$ cat config.mk
export PLATFORM = sky130hd
export DESIGN_NAME = pci_pm_tracker
export DESIGN_NICKNAME = d
export VERILOG_FILES = /design/src/rtl/pm_track_pkg.sv /design/src/rtl/pm_state_fsm.sv /design/src/rtl/pm_pulse_stretch.sv /design/src/rtl/pm_wake_latch.sv /design/src/rtl/pci_pm_tracker.sv
export SDC_FILE = /design/constraint.sdc
export NUM_CORES = 1
export LEC_CHECK = 0
export BUFFER_PORTS_ARGS = -buffer_cell sky130_fd_sc_hd__buf_2
export CORE_UTILIZATION = 52
export DETAILED_ROUTE_END_ITERATION = 8
export PLACE_DENSITY = 0.92
export SETUP_SLACK_MARGIN = 0.2
export SLEW_MARGIN = 20
export SYNTH_ARGS = -nofsm -noshare
export SYNTH_HDL_FRONTEND = slang
export SYNTH_SLANG_ARGS = --single-unit
export TNS_END_PERCENT = 20
$ cat constraint.sdc
create_clock -name clk -period 4.7 [get_ports clk]
set_input_delay 0.94 -clock clk [delete_from_list [all_inputs] [get_ports clk]]
set_output_delay 0.94 -clock clk [all_outputs]
set_load 0.05 [all_outputs]
$ cat src/rtl/pm_track_pkg.sv
package pm_track_pkg;
   localparam int ST_N = 5;

   typedef enum logic [ST_N-1:0] {
      PS_G3  = 5'b00001,
      PS_D0U = 5'b00010,
      PS_D0A = 5'b00100,
      PS_D3H = 5'b01000,
      PS_D3C = 5'b10000
   } pm_state_e;

   localparam logic [1:0] FIELD_SLEEP = 2'b11;

   // indices into the reset-request vector
   localparam int RQ_POR  = 0;
   localparam int RQ_KEEP = 1;
   localparam int RQ_PHY  = 2;
   localparam int RQ_N    = 3;
endpackage

$ cat src/rtl/pm_state_fsm.sv
module pm_state_fsm
   import pm_track_pkg::*;
(
   input  logic      clk,
   input  logic      arst_n,
   input  logic      pci_rst_n,
   input  logic [1:0] pm_field,
   input  logic      aux_det,
   input  logic      pwr_good,
   input  logic      sw_enable,
   output pm_state_e state_q,
   output logic      ev_por,
   output logic      ev_keep,
   output logic      ev_phy
);
   pm_state_e state_d;
   logic      rst_seen_q;
   logic      rst_fall;
   logic      all_off;

   assign rst_fall = rst_seen_q && !pci_rst_n;
   assign all_off  = !pwr_good && !aux_det;

   always_ff @(posedge clk or negedge arst_n) begin
      if (!arst_n) begin
         state_q    <= PS_G3;
         rst_seen_q <= 1'b0;
      end else begin
         state_q    <= state_d;
         rst_seen_q <= pci_rst_n;
      end
   end

   always_comb begin
      state_d = state_q;
      if (all_off) begin
         state_d = PS_G3;
      end else begin
         unique case (state_q)
            PS_G3: begin
               if (pwr_good)     state_d = PS_D0U;
               else if (aux_det) state_d = PS_D3C;
            end
            PS_D0U: begin
               if (!pwr_good)                  state_d = PS_D3C;
               else if (pci_rst_n && sw_enable) state_d = PS_D0A;
            end
            PS_D0A: begin
               if (!pwr_good)                    state_d = PS_D3C;
               else if (!pci_rst_n)              state_d = PS_D0U;
               else if (pm_field == FIELD_SLEEP) state_d = PS_D3H;
            end
            PS_D3H: begin
               if (!pwr_good)                                 state_d = PS_D3C;
               else if (rst_fall && pm_field == FIELD_SLEEP)  state_d = PS_D0U;
            end
            PS_D3C: begin
               if (pwr_good) state_d = PS_D0U;
            end
            default: state_d = PS_G3;
         endcase
      end
   end

   // reset-scope events, decided from the transition being taken
   always_comb begin
      ev_por  = (state_q == PS_G3) && (state_d != PS_G3);
      ev_keep = (state_d == PS_D0U) &&
                (state_q == PS_D0A || state_q == PS_D3H || state_q == PS_D3C);
      ev_phy  = (state_d == PS_D0U) && (state_q == PS_G3 || state_q == PS_D3C);
   end

   a_r1_onehot: assert property (@(posedge clk) disable iff (!arst_n)
      $countones(state_q) == 1);

   a_r2_power_loss: assert property (@(posedge clk) disable iff (!arst_n)
      (!pwr_good && !aux_det) |=> state_q == PS_G3);

   a_r8_d3c_ignores_bus: assert property (@(posedge clk) disable iff (!arst_n)
      (state_q == PS_D3C && aux_det && !pwr_good) |=> state_q == PS_D3C);

   a_r6_hold_without_fall: assert property (@(posedge clk) disable iff (!arst_n)
      (state_q == PS_D3H && pwr_good && pci_rst_n == rst_seen_q) |=> state_q == PS_D3H);

   a_r5_reset_priority: assert property (@(posedge clk) disable iff (!arst_n)
      (state_q == PS_D0A && pwr_good && !pci_rst_n) |=> state_q == PS_D0U);
endmodule

$ cat src/rtl/pm_pulse_stretch.sv
module pm_pulse_stretch #(
   parameter int LEN = 2
) (
   input  logic clk,
   input  logic arst_n,
   input  logic trig,
   output logic pulse
);
   localparam int CW = $clog2(LEN + 1);

   if (LEN < 1) begin : g_bad_len
      $error("pm_pulse_stretch: LEN must be at least 1");
   end

   logic [CW-1:0] cnt_q;

   always_ff @(posedge clk or negedge arst_n) begin
      if (!arst_n)            cnt_q <= '0;
      else if (trig)          cnt_q <= CW'(LEN);
      else if (cnt_q != '0)   cnt_q <= cnt_q - CW'(1);
   end

   assign pulse = (cnt_q != '0);

   a_r3_r9_pulse_starts: assert property (@(posedge clk) disable iff (!arst_n)
      trig |=> pulse);

   a_r3_pulse_ends: assert property (@(posedge clk) disable iff (!arst_n)
      (!pulse && !trig) |=> !pulse);
endmodule

$ cat src/rtl/pm_wake_latch.sv
module pm_wake_latch #(
   parameter int WAKE_W   = 3,
   parameter bit SET_WINS = 1'b1
) (
   input  logic              clk,
   input  logic              arst_n,
   input  logic              in_d3c,
   input  logic              in_g3,
   input  logic              aux_det,
   input  logic              pwr_good,
   input  logic              pme_en,
   input  logic [WAKE_W-1:0] wake_evt,
   input  logic              pme_clr,
   output logic              pme_n
);
   logic pend_q;
   logic pend_d;
   logic set_ev;
   logic lost;
   logic clr_ev;

   assign set_ev = in_d3c && pme_en && aux_det && (|wake_evt);
   assign lost   = (!pwr_good && !aux_det) || in_g3;
   assign clr_ev = pme_clr || lost;

   if (SET_WINS) begin : g_set_first
      assign pend_d = set_ev || (pend_q && !clr_ev);
   end else begin : g_clr_first
      assign pend_d = (set_ev || pend_q) && !clr_ev;
   end

   always_ff @(posedge clk or negedge arst_n) begin
      if (!arst_n) pend_q <= 1'b0;
      else         pend_q <= pend_d;
   end

   assign pme_n = !pend_q;

   a_r10_sets: assert property (@(posedge clk) disable iff (!arst_n)
      (set_ev && (SET_WINS || !clr_ev)) |=> !pme_n);

   a_r10_no_spurious: assert property (@(posedge clk) disable iff (!arst_n)
      (pme_n && !set_ev) |=> pme_n);

   a_r11_holds: assert property (@(posedge clk) disable iff (!arst_n)
      (!pme_n && !pme_clr && !lost) |=> !pme_n);
endmodule

$ cat src/rtl/pci_pm_tracker.sv
module pci_pm_tracker
   import pm_track_pkg::*;
#(
   parameter int WAKE_W       = 3,
   parameter int PULSE_LEN    = 2,
   parameter bit PME_SET_WINS = 1'b1
) (
   input  logic              clk,
   input  logic              arst_n,
   input  logic              pci_rst_n,
   input  logic [1:0]        pm_field,
   input  logic              aux_det,
   input  logic              pwr_good,
   input  logic              pme_en,
   input  logic [WAKE_W-1:0] wake_evt,
   input  logic              sw_enable,
   input  logic              pme_clr,
   output logic [ST_N-1:0]   pm_state,
   output logic              clk_gate_req,
   output logic              bus_isolate,
   output logic              mac_block,
   output logic              pme_n,
   output logic              rst_por,
   output logic              rst_keep_pme,
   output logic              phy_rst_req
);
   if (WAKE_W < 1 || WAKE_W > 8) begin : g_bad_wake
      $error("pci_pm_tracker: WAKE_W must be 1..8");
   end

   pm_state_e        state_q;
   logic [RQ_N-1:0]  rq_trig;
   logic [RQ_N-1:0]  rq_pulse;
   logic             in_d3c;

   pm_state_fsm u_fsm (
      .clk       (clk),
      .arst_n    (arst_n),
      .pci_rst_n (pci_rst_n),
      .pm_field  (pm_field),
      .aux_det   (aux_det),
      .pwr_good  (pwr_good),
      .sw_enable (sw_enable),
      .state_q   (state_q),
      .ev_por    (rq_trig[RQ_POR]),
      .ev_keep   (rq_trig[RQ_KEEP]),
      .ev_phy    (rq_trig[RQ_PHY])
   );

   for (genvar i = 0; i < RQ_N; i++) begin : g_rq
      pm_pulse_stretch #(.LEN(PULSE_LEN)) u_pulse (
         .clk    (clk),
         .arst_n (arst_n),
         .trig   (rq_trig[i]),
         .pulse  (rq_pulse[i])
      );
   end

   assign in_d3c = (state_q == PS_D3C);

   pm_wake_latch #(.WAKE_W(WAKE_W), .SET_WINS(PME_SET_WINS)) u_wake (
      .clk      (clk),
      .arst_n   (arst_n),
      .in_d3c   (in_d3c),
      .in_g3    (state_q == PS_G3),
      .aux_det  (aux_det),
      .pwr_good (pwr_good),
      .pme_en   (pme_en),
      .wake_evt (wake_evt),
      .pme_clr  (pme_clr),
      .pme_n    (pme_n)
   );

   assign pm_state     = state_q;
   assign clk_gate_req = in_d3c;
   assign bus_isolate  = in_d3c;
   assign mac_block    = in_d3c;
   assign rst_por      = rq_pulse[RQ_POR];
   assign rst_keep_pme = rq_pulse[RQ_KEEP];
   assign phy_rst_req  = rq_pulse[RQ_PHY];

   a_r9_wake_from_cold: assert property (@(posedge clk) disable iff (!arst_n)
      (state_q == PS_D3C && pwr_good) |=> (rst_keep_pme && phy_rst_req && !rst_por));

   a_r3_leave_g3: assert property (@(posedge clk) disable iff (!arst_n)
      (state_q == PS_G3 && (pwr_good || aux_det)) |=> rst_por);
endmodule

==> impl_results.md <==
* Leakage at roughly 0.46 nW
* TNS Setup at 0 ps
* R2R Path End: g_rq[1].u_pulse.cnt_q[1]
* CTS clk-pin slew, worst paths at around 90 ps
* Core ar. at 0.00133 mm^2
* Vias/cell at ~5.5
* Status: finished, final reports clean
* Max frequency at 0.415 GHz
* Netlist cell types at 34
* Critical Path Source Type: flip-flop
* Final WL at 1.60 mm
* Hold WC Path Type: reg -> reg
* Worst-Margin Slew at roughly 380 ps
* Hold Path Cell Cnt at 2
* CTS Root Cell: clkbuf_4
* Aggregate global routing overflow at 0
* P per Cell Area at 640 mW/mm^2
* Syn. warnings at 0
* Number of global-route vias before repair at between 500 and 600
* Multiplexer area fraction after synthesis at 0
* CTS tree: yes
* Synth Cell Area at approximately 760 um^2
* Initial antenna violation count at 0
* # IOs at 25
* WHS Endpoint: g_rq[0].u_pulse.cnt_q[1]
* RD Place Congestion at approximately 0.93
* Kind of end point of the critical path: output port
* Synthesized area per cell at 9.09 um^2
* CTS sink cnt at 13
* Detailed Routing Iterations Pass 1 at 4
* Final Cycle Share at 0.513
* Synth Area in Simple Gates at 0.215
* Relative slew slack at 0.747
* Worst Path Arrival at 1470 ps
* Max Cap Viol at 0
* First-pass GRT wire length at approximately 2.4 mm
* Routed Antenna Nets at 0
* Async S/R FF share, synth at 1.00
* Main combinational cell family by area after synthesis: simple AND/OR/NAND/NOR gates
* Setup repair bufs after CTS at 0
* Worst skew pair latency at approximately 280 ps
* Crit-path max FO at 7
* Fin nets at ~130
* Layout cells sized above 1 at 0.278
* Layout Cells excl Fill at around 120
* DRC errors left at 0
* P&R area growth vs syn at 18.4%
* Clk buf depth at 2
* Total GRT Usage at 0.236
* Setup violators final at 0
* CTS HTree Levels at 1
* CP required at approximately 3800 ps
* Final hold violation count at 0
* Mapped Nets at 100
* CTS Buf Count at 3
* Peak VDD IR at approximately 0.34 mV
* Hpwl dp at approximately 1.2 mm
* Antenna Cells at 0
* Largest net degree at the start of global routing at 14
* Port bufs at 24
* Crit Path Category: reg -> out
* Seq/Total Area, Yosys at 0.428
* Fin Clk Skew at 4.70 ps
* Xor/xnor share of the synthesized area at 0.0574
* DRT iter0 DRCs at 13
* Reg-to-reg slack, setup at approximately 3100 ps
* Min Tclk post-route at roughly 2400 ps
* Placed cells at between 100 and 150
* Die ar. at 0.00162 mm^2
* Post-synthesis adder-cell area fraction at 0.0492
* Die height at 40.3 um
* EDFF count, synth at 0
* Launch point of the worst hold path: g_rq[0].u_pulse.cnt_q[1]
* Max Transition Viols Final at 0
* Initial core utilization at 0.572
* Worst r2r path cells at 5
* Compound-cell area share of the yosys netlist at 0.164
* Syn Inst Count at between 80 and 90
* Post-cts gate resize count at 0
* Top_reg_cell synth: dfrtp_1
* Die width at about 40 um
* RSZ-0062 raised after global routing: no
* FF-to-FF Start: u_fsm.state_q[0]
* Drt wl/cell at between 10 and 15 um
* Seq cells post-synth at 13
* DR vias at approximately 700
* Num rows at 13
* Post-CTS Hold Buffers at 0
power breakdown:
part	internal (mW)	switching (mW)	total [mW]
sequential	0.155	0.0399	0.195
clock	0.0329	0.0395	0.0725
combinational	0.108	0.202	0.311
worst max path at each step:
stage | start | end | slack, ps
after floorplan | u_fsm.state_q[0] | clk_gate_req | 2310
after global placement | u_fsm.state_q[2] | mac_block | 2660
final | u_fsm.state_q[2] | clk_gate_req | 2290
after global routing | u_fsm.state_q[1] | mac_block | 2200
after detailed placement | u_fsm.state_q[2] | clk_gate_req | 2610
after CTS | u_fsm.state_q[2] | clk_gate_req | 2290
cell usage after synthesis (2+ instances only):
library cell	n	share of area
dfrtp_1	12	0.39
inv_1	11	0.054
nand2_1	8	0.039
nor2_1	6	0.030
xor2_1	4	0.046
a21oi_1	3	0.020
ha_1	3	0.049
nand2b_1	3	0.025
nor3_1	3	0.020
o211ai_1	3	0.030
o21ai_0	3	0.020
buf_2	2	0.013
buf_4	2	0.020
state kept, by name, summed over array words and instances (netlist names):
name and flops:
g_rq.u_pulse.cnt_q 6, u_fsm.rst_seen_q 1, u_fsm.state_q 5, u_wake.pend_q 1
metal layers:
| layer | global-route usage | part of all wire |
|---|---|---|
| met1 | 0.264 | 0.41 |
| met5 | 0 | 0 |
| met2 | 0.403 | 0.52 |
| met4 | 0.125 | 0.018 |
| met3 | 0.0667 | 0.057 |
metrics by stage:
| stage | power [mW] | util | worst slack (ps) | hold slack, ps | instance area [um^2] |
|---|---|---|---|---|---|
| final | 0.578 | 0.677 | 2290 | 510 | 903 |
| after global routing | 0.626 | 0.677 | 2200 | 520 | 903 |
| after CTS | 0.582 | 0.677 | 2290 | 514 | 903 |
| after detailed placement | 0.508 | 0.658 | 2610 | 493 | 877 |
| after global placement | 0.495 | 0.658 | 2660 | 475 | 877 |
| after floorplan | 0.445 | - | 2310 | 459 | 763 |
critical path: stages (launching register included):
cell and delay (ps):
dfrtp_1 460, nor2_1 220, and3_4 250, buf_2 270
final cells by class:
class | count | area (um^2)
Multi-Input combinational cell | 56 | 370
Tap cell | 15 | 18.8
Clock buffer | 4 | 26.3
Sequential cell | 13 | 327
Fill cell | 118 | 430
Timing Repair Buffer | 24 | 120
Inverter | 11 | 41.3
placed cells by master (no fill, tap or decap), types with 3 or more instances in the layout:
master and n:
xor2_1 4, buf_2 24, ha_1 3, dfrtp_1 12
o21ai_0 3, nand2_1 8, inv_1 11, o211ai_1 3
a21oi_1 3, clkbuf_4 3, nand2b_1 3, nor3_1 3
nor2_1 6
cell families after synthesis:
group,count (synthesis)
fa+ha+maj,3
compound gates,18
xor+xnor,5
flops,13
simple gates,30
buf+inv,15
No activity file was read; power rests on OpenSTA's default activity.
